### src/rtl/pxu_pkg.sv
package pxu_pkg;

    // Fixed instruction format
    localparam int INSTR_W    = 64;
    localparam int NUM_PRED   = 7;
    localparam int IDX_W      = 8;
    localparam int LANE_W     = 2;
    localparam int BYTE_W     = 8;

    localparam int OPC_LSB    = 48;
    localparam int LANE_LSB   = 41;
    localparam int MODE_BIT   = 40;
    localparam int MASK_LSB   = 20;
    localparam int SRC_LSB    = 8;
    localparam int DST_LSB    = 0;

    localparam logic [15:0] OPC_CARE     = 16'hFEF8;
    localparam logic [15:0] OPC_REG2PRED = 16'h38F0;
    localparam logic [15:0] OPC_PRED2REG = 16'h38E8;

    typedef enum logic {
        XFER_PRED = 1'b0,
        XFER_CC   = 1'b1
    } xfer_mode_e;

    typedef enum logic [1:0] {
        OPK_NONE     = 2'd0,
        OPK_REG2PRED = 2'd1,
        OPK_PRED2REG = 2'd2
    } op_kind_e;

    typedef struct packed {
        op_kind_e               kind;
        xfer_mode_e             mode;
        logic [NUM_PRED-1:0]    mask;
        logic [LANE_W-1:0]      lane;
        logic [IDX_W-1:0]       src;
        logic [IDX_W-1:0]       dst;
    } xfer_dec_t;

    function automatic logic opc_hit(input logic [15:0] opc, input logic [15:0] pat);
        return (opc & OPC_CARE) == pat;
    endfunction

endpackage

### src/rtl/pxu_decode.sv
module pxu_decode
    import pxu_pkg::*;
(
    input  logic [INSTR_W-1:0] instr,
    output xfer_dec_t          dec
);
    logic [15:0] opc;

    always_comb begin
        opc      = instr[OPC_LSB +: 16];
        dec.mode = xfer_mode_e'(instr[MODE_BIT]);
        dec.mask = instr[MASK_LSB +: NUM_PRED];
        dec.lane = instr[LANE_LSB +: LANE_W];
        dec.src  = instr[SRC_LSB +: IDX_W];
        dec.dst  = instr[DST_LSB +: IDX_W];
        if (opc_hit(opc, OPC_REG2PRED))
            dec.kind = OPK_REG2PRED;
        else if (opc_hit(opc, OPC_PRED2REG))
            dec.kind = OPK_PRED2REG;
        else
            dec.kind = OPK_NONE;
    end
endmodule

### src/rtl/pxu_exec.sv
module pxu_exec
    import pxu_pkg::*;
#(
    parameter int DATA_W = 32
) (
    input  xfer_dec_t           dec,
    input  logic [DATA_W-1:0]   src_data,
    input  logic [NUM_PRED-1:0] pred_in,
    output logic                unsup,
    output logic                rf_we,
    output logic [DATA_W-1:0]   rf_wdata,
    output logic [NUM_PRED-1:0] pred_we,
    output logic [NUM_PRED-1:0] pred_wdata
);
    localparam int NUM_LANES = DATA_W / BYTE_W;
    localparam logic [IDX_W-1:0] ZERO_IDX = '1;

    logic [DATA_W-1:0] src_eff;
    logic [BYTE_W-1:0] lane_byte;
    logic [BYTE_W-1:0] packed_byte;
    logic [DATA_W-1:0] spliced;
    logic              is_pred_mode;

    assign src_eff      = (dec.src == ZERO_IDX) ? '0 : src_data;
    assign lane_byte    = src_eff[dec.lane * BYTE_W +: BYTE_W];
    assign packed_byte  = {{(BYTE_W-NUM_PRED){1'b0}}, pred_in & dec.mask};
    assign is_pred_mode = (dec.mode == XFER_PRED);

    for (genvar g = 0; g < NUM_LANES; g++) begin : g_lane
        assign spliced[g*BYTE_W +: BYTE_W] =
            (dec.lane == LANE_W'(g)) ? packed_byte : src_eff[g*BYTE_W +: BYTE_W];
    end

    assign pred_wdata = lane_byte[NUM_PRED-1:0];
    assign rf_wdata   = spliced;

    always_comb begin
        unsup   = 1'b0;
        rf_we   = 1'b0;
        pred_we = '0;
        if (dec.kind == OPK_NONE || !is_pred_mode) begin
            unsup = 1'b1;
        end else if (dec.kind == OPK_REG2PRED) begin
            pred_we = dec.mask;
        end else begin
            rf_we = (dec.dst != ZERO_IDX);
        end
    end
endmodule

### src/rtl/pred_xfer_unit.sv
module pred_xfer_unit
    import pxu_pkg::*;
#(
    parameter int DATA_W = 32
) (
    input  logic                clk,
    input  logic                rst,
    input  logic                in_valid,
    output logic                in_ready,
    input  logic [INSTR_W-1:0]  instr,
    output logic [IDX_W-1:0]    src_idx,
    input  logic [DATA_W-1:0]   src_data,
    input  logic [NUM_PRED-1:0] pred_in,
    input  logic                out_ready,
    output logic                out_valid,
    output logic                out_unsup,
    output logic                rf_we,
    output logic [IDX_W-1:0]    rf_waddr,
    output logic [DATA_W-1:0]   rf_wdata,
    output logic [NUM_PRED-1:0] pred_we,
    output logic [NUM_PRED-1:0] pred_wdata
);
    xfer_dec_t           dec;
    logic                x_unsup;
    logic                x_rf_we;
    logic [DATA_W-1:0]   x_rf_wdata;
    logic [NUM_PRED-1:0] x_pred_we;
    logic [NUM_PRED-1:0] x_pred_wdata;

    pxu_decode u_decode (
        .instr (instr),
        .dec   (dec)
    );

    pxu_exec #(.DATA_W(DATA_W)) u_exec (
        .dec        (dec),
        .src_data   (src_data),
        .pred_in    (pred_in),
        .unsup      (x_unsup),
        .rf_we      (x_rf_we),
        .rf_wdata   (x_rf_wdata),
        .pred_we    (x_pred_we),
        .pred_wdata (x_pred_wdata)
    );

    assign src_idx  = dec.src;
    assign in_ready = !out_valid || out_ready;

    always_ff @(posedge clk) begin
        if (rst) begin
            out_valid  <= 1'b0;
            out_unsup  <= 1'b0;
            rf_we      <= 1'b0;
            rf_waddr   <= '0;
            rf_wdata   <= '0;
            pred_we    <= '0;
            pred_wdata <= '0;
        end else if (in_ready) begin
            out_valid  <= in_valid;
            out_unsup  <= in_valid && x_unsup;
            rf_we      <= in_valid && x_rf_we;
            pred_we    <= in_valid ? x_pred_we : '0;
            rf_waddr   <= dec.dst;
            rf_wdata   <= x_rf_wdata;
            pred_wdata <= x_pred_wdata;
        end
    end
endmodule

### config.mk
export PLATFORM = sky130hd
export DESIGN_NAME = pred_xfer_unit
export DESIGN_NICKNAME = d
export VERILOG_FILES = /design/src/rtl/pxu_pkg.sv /design/src/rtl/pxu_decode.sv /design/src/rtl/pxu_exec.sv /design/src/rtl/pred_xfer_unit.sv
export SDC_FILE = /design/constraint.sdc
export NUM_CORES = 1
export LEC_CHECK = 0
export BUFFER_PORTS_ARGS = -buffer_cell sky130_fd_sc_hd__buf_2
export CAP_MARGIN = 15
export CORE_MARGIN = 1
export CORE_UTILIZATION = 45
export DETAILED_ROUTE_END_ITERATION = 10
export GPL_TIMING_DRIVEN = 0
export MAX_ROUTING_LAYER = met4
export PLACE_DENSITY = 0.85
export SLEW_MARGIN = 20
export SYNTH_ARGS = -nofsm -noshare
export SYNTH_HDL_FRONTEND = slang
export SYNTH_SLANG_ARGS = --single-unit
export TNS_END_PERCENT = 20
### constraint.sdc
create_clock -name clk -period 2.2 [get_ports clk]
set_input_delay 0.44 -clock clk [delete_from_list [all_inputs] [get_ports clk]]
set_output_delay 0.44 -clock clk [all_outputs]
set_load 0.005 [all_outputs]
==> impl_metrics.toml, run 1 <==
[critical_path]
cp_data_required_time_ns = 1.76
end_kind = "primary output"
cp-startpoint = "out_valid$_SDFFE_PP0P_"
worstSetupPathType = "register to primary output"
ff2ff_setup_slack_ns = 0.59
critPathMaxFanout = 17
worstPathArrival_ns = 1.35
reg2reg_to = "rf_wdata[30]$_SDFFE_PP0P_"
r2r_cells = 6
start_kind = "register"
rr_startpoint = "out_valid$_SDFFE_PP0P_"
crit_path_end = "in_ready"

[global_route]
grt.total_usage_pct = 27.8
antenna_found_initial = 0
grt_pass1_vias = 2687
grt_pass1_wl_um = 12500
grt_overflow = 0
grt_max_degree = 11

[clock_network]
holdBufCountCts = 0
cts_root_buf = "clkbuf_8"
clk_pin_slew_ns = 0.06
cts_buffer_depth = 2
clk_latency_ns = 0.33
ctsResizeCount = 0
cts_max_level = 3
clock_sinks = 57
cts_buffers = 9
cts_tree = "built"
postCtsSetupRepairBufs = 0

[job]
drv_cap = 0

[detailed_routing]
drc_errors = 0
routedWlPerCell_um = 15.9
vias_per_cell = 5.56
drt_iter0_drc = 196
drt-pass1-iter-count = 5
postRouteAntennaNets = 0
dr_total_vias = 2809
drt_wl_total_um = 8030

[cells_and_area]
area_delta_synth_final_pct = 39.3
fillers = 476
final_layout_size_suffix_gt1_share_pct = 44.6
nNetsFinal = 536
final_cell_mix = "148 x buf_2, 57 x dfxtp_1, 38 x nor2_1"
postLayoutCoreUtil_pct = 64.8
antennaDiodeCount = 0
layout_commonest_cell = "buf_2"

[timing]
hold_violations = 0
setup_viol = 0
fin_tns_setup_ns = 0
hold_slack_ns = 0.340
worstMarginPinSlew_ns = 0.497
slew_viol_final = 0
finalClockSkew_ns = 0.00522
grt_setup_unrepaired = "no"
fin_crit_sh_pct = 81.5
period_minus_slack_ns = 1.79
fmax_mhz = 558
max_slew_margin_pct = 66.9

[outcome]
run_status = "complete, no violations"

[logic_synthesis]
netlist_area_um2 = 2560
synth_warnings = 0
synth.distinct_cells = 33
avgSynthCellArea_um2 = 9.35
ys_ff_latch = 57
ys_seq_area_share_pct = 44.5
synth-edff-count = 0
async_flop_share_pct = 0
synth_nets = 381
synth_ff_type = "dfxtp_1"
syn_inst = 274

[power]
p_clk_share_pct = 38.1
comb_power_share_pct = 17.2
p_sw_uw = 647
p_leak_uw = 0.00173
powerDensity_nw_per_um2 = 710
ir_worst_vdd_mv = 0.332
internal_power_uw = 1890
seqPwrFrac_pct = 44.7
switching_share_pct = 25.5

[die]
dieArea_um2 = 6000
die_x_um = 77.5
io-pin-count = 173
core-area_um2 = 5510
rows = 27
fp.dieH_um = 77.5
start_util_pct = 46.5

[placed_design]
dpl.hpwl_um = 6160
numPortBuffers = 145
place.gp.congestion = 0.896

[min_path]
hold_path.class = "input pin to register"
[area by class of cell]
class | count | area [µm²] | area share [%]
Clock buffer | 12 | 155 | 4.35
Sequential cell | 57 | 1140 | 32.0
Buffer | 28 | 158 | 4.42
Inverter | 1 | 3.75 | 0.105
Multi-Input combinational cell | 187 | 1260 | 35.2
Tap cell | 72 | 90.1 | 2.52
Clock inverter | 3 | 40.0 | 1.12
Timing Repair Buffer | 145 | 726 | 20.3
[metal layers]
metal / global-route usage [%] / up-vias / share of wire, %
li1: - / 1325 / -
met1: 33.6 / 1299 / 42
met2: 44.9 / 168 / 48
met3: 6.12 / 17 / 8.4
met4: 11.1 / 0 / 2.2
met5: - / - / 0
[sequential cells by signal, summed over array words and instances (netlist names)]
| name | cells |
|---|---|
| pred_we | 7 |
| out_valid | 1 |
| rf_waddr | 8 |
| pred_wdata | 7 |
| rf_we | 1 |
| rf_wdata | 32 |
| out_unsup | 1 |
[worst min path at each step]
stage | from | cells after the start | endpoint | slack, ns
2_1_floorplan | rf_waddr[0]$_SDFFE_PP0P_ | 2 | rf_waddr[0]$_SDFFE_PP0P_ | 0.45
3_3_place_gp | rf_waddr[1]$_SDFFE_PP0P_ | 2 | rf_waddr[1]$_SDFFE_PP0P_ | 0.44
3_5_place_dp | rf_wdata[7]$_SDFFE_PP0P_ | 2 | rf_wdata[7]$_SDFFE_PP0P_ | 0.44
4_1_cts | instr[25] | 2 | pred_we[5]$_SDFFE_PP0P_ | 0.33
5_1_grt | instr[21] | 2 | pred_we[1]$_SDFFE_PP0P_ | 0.34
6_report | instr[25] | 2 | pred_we[5]$_SDFFE_PP0P_ | 0.34
[worst max-delay path: stages, from the launching register on]
cell and delay (ns):
dfxtp_1 0.31, nor2b_1 0.12, buf_2 0.17, inv_2 0.25
buf_2 0.17
[through the flow]
stage | area (µm²) | setup slack [ns] | total power [µW] | cells
floorplan | 2560 | 0.749 | 1370 | 274
global placement | 3380 | 0.358 | 1580 | 491
detailed placement | 3380 | 0.335 | 1590 | 491
CTS | 3570 | 0.103 | 2540 | 506
global route | 3570 | 0.323 | 2640 | 505
finish | 3570 | 0.407 | 2540 | 505
[power by group through the flow]
stage | registers (µW) | logic, µW | clock network [µW]
3_3_place_gp | 1150 | 422 | 0
3_5_place_dp | 1160 | 430 | 0
4_1_cts | 1130 | 433 | 978
2_1_floorplan | 1160 | 213 | 0
5_1_grt | 1140 | 475 | 1030
6_report | 1130 | 436 | 966
[synth_stat cells, types with 7 or more instances]
library cell | count | area share (%)
a21oi_1 | 13 | 2.5
dfxtp_1 | 57 | 45
a22oi_1 | 7 | 2.1
nor2_1 | 38 | 5.6
mux4_2 | 7 | 6.2
a221oi_1 | 28 | 9.6
nor3_1 | 28 | 5.5
nand2_1 | 22 | 3.2
clkbuf_1 | 14 | 2.1
buf_4 | 9 | 2.6
and2_1 | 8 | 2.0
a22o_1 | 7 | 2.4
[cells by family (layout without fill, tap and decap cells)]
family | count (synthesis) | count (layout) | share of synthesized area, %
compound gates | 62 | 62 | 19.8
xor+xnor | 1 | 1 | 0.342
buf+inv | 30 | 189 | 6.44
flops | 57 | 57 | 44.5
mux | 7 | 7 | 6.15
simple gates | 117 | 117 | 22.8
Power figures use the tool's default switching activity.
==> run 2, diff against run 1 <==
--- a/config.mk
+++ b/config.mk
@@ -8,11 +8,11 @@
 export BUFFER_PORTS_ARGS = -buffer_cell sky130_fd_sc_hd__buf_2
 export CAP_MARGIN = 15
 export CORE_MARGIN = 1
-export CORE_UTILIZATION = 45
+export CORE_UTILIZATION = 42
 export DETAILED_ROUTE_END_ITERATION = 10
 export GPL_TIMING_DRIVEN = 0
 export MAX_ROUTING_LAYER = met4
-export PLACE_DENSITY = 0.85
+export PLACE_DENSITY = 0.8
 export SLEW_MARGIN = 20
 export SYNTH_ARGS = -nofsm -noshare
 export SYNTH_HDL_FRONTEND = slang
==> constraint.sdc (replaced) <==
create_clock -name clk -period 1.9 [get_ports clk]
set_input_delay 0.38 -clock clk [delete_from_list [all_inputs] [get_ports clk]]
set_output_delay 0.38 -clock clk [all_outputs]
set_load 0.005 [all_outputs]
==> run 2 against run 1 <==
Compared with the run above:
- cell count rose by 0.79%
- sequential share of layout area rose by 0.16 points
- highest routed layer unchanged
- non-clock buffer count did not move
- worst setup slack got worse by 0.26 ns
- combinational power rose by 16%
- clock power rose by 5%
- clock-buffer cell count rose by 1
- critical path type unchanged
- global-route usage fell by 1.0 points
- power rose by 12%
- wire length rose by 0.87%
- critical path depth did not move
- via count rose by 0.71%
- critical endpoint unchanged
==> impl_metrics.toml, run 2 (same netlist as run 1, synthesis figures left out) <==
[detailed_routing]
drt_wl_total_um = 8100
postRouteAntennaNets = 0
drt-pass1-iter-count = 5
drt_iter0_drc = 148
dr_total_vias = 2829
vias_per_cell = 5.56
routedWlPerCell_um = 15.9
drc_errors = 0

[critical_path]
r2r_cells = 6
reg2reg_to = "rf_wdata[11]$_SDFFE_PP0P_"
end_kind = "primary output"
cp_data_required_time_ns = 1.52
rr_startpoint = "out_valid$_SDFFE_PP0P_"
crit_path_end = "in_ready"
worstSetupPathType = "register to primary output"
critPathMaxFanout = 17
worstPathArrival_ns = 1.38
start_kind = "register"
cp-startpoint = "out_valid$_SDFFE_PP0P_"
ff2ff_setup_slack_ns = 0.24

[cells_and_area]
largest_reg_flops = 32
nNetsFinal = 536
instances_no_fill = 509
largest-register = "rf_wdata"
antennaDiodeCount = 0
area_delta_synth_final_pct = 38.6
top_regs = "rf_wdata (32), rf_waddr (8)"
layout_commonest_cell = "buf_2"
fillers = 524
final_layout_size_suffix_gt1_share_pct = 44.5
final_cell_mix = "148 x buf_2, 57 x dfxtp_1, 38 x nor2_1"

[clock_network]
clock_sinks = 57
cts_root_buf = "clkbuf_8"
cts_tree = "built"
ctsResizeCount = 0
clk_latency_ns = 0.34
cts_max_level = 3
postCtsSetupRepairBufs = 0
cts_buffers = 9
cts_buffer_depth = 2
clk_pin_slew_ns = 0.06

[global_route]
grt.total_usage_pct = 26.7
grt_pass1_wl_um = 12500
grt_max_degree = 18
antenna_found_initial = 0
grt_pass1_vias = 2586
grt_overflow = 0

[timing]
worstMarginPinSlew_ns = 0.522
hold_violations = 0
fmax_mhz = 569
max_slew_margin_pct = 65.2
fin_crit_sh_pct = 92.5
finalClockSkew_ns = 0.00829
setup_viol = 0
final.setup.worst_slack_ns = 0.143
fin_tns_setup_ns = 0
slew_viol_final = 0
grt_setup_unrepaired = "no"
period_minus_slack_ns = 1.76

[min_path]
hp-start = "instr[20]"
hold_path.class = "input pin to register"

[power]
ir_worst_vdd_mv = 0.508
p_leak_uw = 0.00172
powerDensity_nw_per_um2 = 796

[placed_design]
place.gp.congestion = 0.911
placedCellCount = 494
dpl.hpwl_um = 6200
dp_slack_ns = 0.107
numPortBuffers = 145

[outcome]
run_status = "complete, no violations"

[die]
dieArea_um2 = 6420
fp.dieH_um = 80.1
rows = 28
io-pin-count = 173
start_util_pct = 43.5
core-area_um2 = 5890
die_x_um = 80.1

[job]
drv_cap = 0
run 2: changes by cell type in the layout (fill, tap and decap cells not counted):
cell and delta:
clkinv_2 +1, clkbuf_1 +1, bufinv_16 -1
run 2: worst max-delay path, cell delays in order (launching register included):
cell	delay, ns
dfxtp_1	0.30
nor2b_1	0.13
buf_2	0.17
inv_2	0.26
buf_2	0.18
run 2: cell type report:
cell class / count / area [µm²] / share of cell area [%]
multi-input combinational: 187 / 1260 / 35.4
clock inverter: 3 / 15.0 / 0.423
timing repair buffer: 145 / 726 / 20.4
tap: 75 / 93.8 / 2.64
clock buffer: 13 / 159 / 4.47
inverter: 1 / 3.75 / 0.106
sequential: 57 / 1140 / 32.1
buffer: 28 / 158 / 4.44
run 2: power by group:
group          internal [µW]  total, µW  switching [µW]  leakage (µW)
clock                    538       1010             472     0.0000932
combinational            246        504             258       0.00116
sequential              1270       1310            38.8      0.000472
total                   2060       2830             769       0.00172
run 2: routing by layer:
metal / share of wire [%] / vias to the layer above / global-route usage, %
met2: 48 / 154 / 41.6
met5: 0 / - / -
li1: - / 1327 / -
met4: 2.9 / 0 / 14.3
met1: 41 / 1326 / 33.1
met3: 8.1 / 22 / 4.66
run 2: worst min path at each step:
stage | endpoint | slack, ns | cells past startpoint
finish | pred_we[0]$_SDFFE_PP0P_ | 0.26 | 2
global route | pred_we[5]$_SDFFE_PP0P_ | 0.27 | 2
CTS | pred_we[5]$_SDFFE_PP0P_ | 0.26 | 2
detailed placement | rf_waddr[2]$_SDFFE_PP0P_ | 0.44 | 2
global placement | rf_waddr[5]$_SDFFE_PP0P_ | 0.44 | 2
floorplan | rf_waddr[0]$_SDFFE_PP0P_ | 0.45 | 2
run 2: timing repair:
item | CTS | global route
endpoints found under the setup margin | 1 | 0
endpoints found under the hold margin | 0 | 0
hold buffers | 0 | 0
run 2: through the flow:
stage | util (%) | hold slack (ns) | power [µW] | cell area, µm²
3_5_place_dp | 57.5 | 0.442 | 1840 | 3380
5_1_grt | 60.4 | 0.266 | 2940 | 3550
4_1_cts | 60.4 | 0.256 | 2840 | 3550
3_3_place_gp | 57.5 | 0.435 | 1830 | 3380
6_report | 60.4 | 0.265 | 2830 | 3550
2_1_floorplan | - | 0.448 | 1590 | 2560
==> run 3, diff against run 2 <==
--- a/config.mk
+++ b/config.mk
@@ -8,13 +8,14 @@
 export BUFFER_PORTS_ARGS = -buffer_cell sky130_fd_sc_hd__buf_2
 export CAP_MARGIN = 15
 export CORE_MARGIN = 1
-export CORE_UTILIZATION = 42
+export CORE_UTILIZATION = 44
 export DETAILED_ROUTE_END_ITERATION = 10
 export GPL_TIMING_DRIVEN = 0
 export MAX_ROUTING_LAYER = met4
-export PLACE_DENSITY = 0.8
+export PLACE_DENSITY = 0.79
 export SLEW_MARGIN = 20
 export SYNTH_ARGS = -nofsm -noshare
 export SYNTH_HDL_FRONTEND = slang
+export SYNTH_HIERARCHICAL = 1
 export SYNTH_SLANG_ARGS = --single-unit
 export TNS_END_PERCENT = 20
==> run 3 against run 2 <==
Compared with the run above:
- non-clock buffer count is 1 higher
- clock-buffer cell count decreased by 1
- power is 17% higher
- die area up 11%
- cell area rose by 11%
- largest cell class unchanged
- cell count increased by 19%
- fmax grew 7.1%
- largest power group is now the clock network
- the run now ends with DRC left
- sequential power hardly changed
- highest routed layer unchanged
- sequential share of layout area is 3.2 points lower
- global-route usage increased by 0.11 points
- combinational power increased by 6.7%
==> impl_metrics.toml, run 3 <==
[logic_synthesis]
netlist.area_leader.share_pct = 38.1
synth_ff_type = "dfxtp_1"
ys_ff_latch = 57
synth-edff-count = 0
yosys.area.top_type = "dfxtp_1"
async_flop_share_pct = 0
ys_seq_area_share_pct = 38.1
syn_inst = 396
synth.distinct_cells = 24
netlist_area_um2 = 3000
avgSynthCellArea_um2 = 7.56
yosysMostFrequentCell = "nand2_1"
synth_warnings = 6
yosys-top-cells-count = "143 x nand2_1, 57 x dfxtp_1, 56 x a21oi_1"
synthTopCellsByArea = "dfxtp_1 38%, nand2_1 18%, a21oi_1 9.4%, buf_4 8.8%, o22ai_1 5.8%"
synth_nets = 503

[placed_design]
place.gp.congestion = 0.919
dp_slack_ns = -0.136
numPortBuffers = 118
dpl.hpwl_um = 7070

[die]
rows = 29
core-area_um2 = 6460
io-pin-count = 173
die_x_um = 84.5
start_util_pct = 46.4
fp.dieH_um = 84.5
dieArea_um2 = 7140

[global_route]
grt.total_usage_pct = 26.8
met3_usage_pct = 6.78
met2_usage_pct = 42.5
met1_usage_pct = 32.7
grt_max_degree = 11
grt_overflow = 0
antenna_found_initial = 0
grt_pass1_wl_um = 14400
grt.busiest_layer = "met2"
grt_pass1_vias = 3008

[min_path]
hp-start = "instr[4]"
hold_path.class = "input pin to register"

[detailed_routing]
dr_total_vias = 3242
vias_per_cell = 5.34
drt-pass1-iter-count = 8
drt_wl_total_um = 9120
postRouteAntennaNets = 0
drc_errors = 11
routedWlPerCell_um = 15.0
drt_iter0_drc = 232

[cells_and_area]
largest-register = "rf_wdata"
largest_reg_flops = 32
antennaDiodeCount = 0
fillers = 623
top_regs = "rf_wdata (32), rf_waddr (8)"
nNetsFinal = 632
postLayoutCoreUtil_pct = 61.1
final_cell_mix = "143 x nand2_1, 125 x buf_2, 57 x dfxtp_1"
area_delta_synth_final_pct = 31.7
layout_commonest_cell = "nand2_1"
final_layout_size_suffix_gt1_share_pct = 36.6

[critical_path]
crit_chain = "buf_2 -> nand4bb_1 -> nor3_1 -> nor3b_1 -> and2_1 -> nand3_1 -> a21oi_1"
start_kind = "input pin"
worstSetupPathType = "input pin to register"
critPathMaxFanout = 7
worstPathArrival_ns = 1.91
crit_slowest_cell = "nor3b_1"
rr_startpoint = "out_valid$_SDFFE_PP0P_"
end_kind = "register"
cp-startpoint = "instr[58]"
cp_data_required_time_ns = 2.17
slowest_delay_ns = 0.54

[timing]
fin_crit_sh_pct = 86.4
finalClockSkew_ns = 0.00401
grt_setup_unrepaired = "no"
hold_slack_ns = 0.300
hold_violations = 0
setup_viol = 0
slew_viol_final = 0
fmax_mhz = 609
worstMarginPinSlew_ns = 0.596
max_slew_margin_pct = 60.2
final.setup.worst_slack_ns = 0.259
period_minus_slack_ns = 1.64

[clock_network]
cts_tree = "built"
clk_pin_slew_ns = 0.07
ctsResizeCount = 0
clk_latency_ns = 0.34
cts_buffer_depth = 2
postCtsSetupRepairBufs = 0
cts_max_level = 3
cts_buffers = 9
clock_sinks = 57
holdBufCountCts = 0
cts_root_buf = "clkbuf_8"

[power]
ir_worst_vdd_mv = 0.421
p_leak_uw = 0.00192
powerDensity_nw_per_um2 = 841
power_uw = 3320

[outcome]
run_status = "finished with violations"
violations = "DRC"

[job]
drv_cap = 0
[run 3: cell families after synthesis]
logic type / count (synthesis) / synth area share [%]
mux: 7 / 5.26
compound gates: 85 / 15.5
flops: 57 / 38.1
simple gates: 190 / 27.9
buf+inv: 57 / 13.3
[run 3: path summary, 6_finish.rpt]
check                              endpoint  slack (ns)  cells past startpoint
setup / recovery    pred_we[2]$_SDFFE_PP0P_        0.26                      7
hold reg to reg   rf_wdata[23]$_SDFFE_PP0P_        0.45                      2
setup reg to reg  rf_wdata[11]$_SDFFE_PP0P_        0.76                      5
hold / removal     rf_waddr[4]$_SDFFE_PP0P_        0.30                      3
[run 3: report_power, final]
group,total [µW],leakage (µW),switching (µW),internal [µW]
Clock,1480,0.000129,499,979
Sequential,1300,0.000471,33.7,1270
Combinational,538,0.00132,275,263
Total,3320,0.00192,808,2510
[run 3: critical path, delay by kind of cell]
family          cells  cell delay [ns]
compound gates      1             0.16
buf+inv             1             0.09
simple gates        5             1.27
[run 3: per-layer routing]
layer,share of wire [%],vias up
li1,-,1566
met1,41,1469
met2,47,183
met3,9.4,24
met4,2.6,0
met5,0,-
[run 3: metrics by stage]
stage | instances | area [µm²] | setup TNS [ns]
2_1_floorplan | 396 | 3000 | 0
3_3_place_gp | 591 | 3680 | -0.627
3_5_place_dp | 591 | 3680 | -0.911
4_1_cts | 607 | 3950 | 0
5_1_grt | 607 | 3950 | 0
6_report | 607 | 3950 | 0
[run 3: cell type report]
class	instances	area [µm²]	share of cell area (%)
Multi-Input combinational cell	282	1460	36.9
Sequential cell	57	1140	28.9
Timing Repair Buffer	118	591	15.0
Buffer	56	395	10.0
Clock buffer	12	165	4.19
Clock inverter	4	97.6	2.47
Tap cell	77	96.3	2.44
Inverter	1	3.75	0.0951
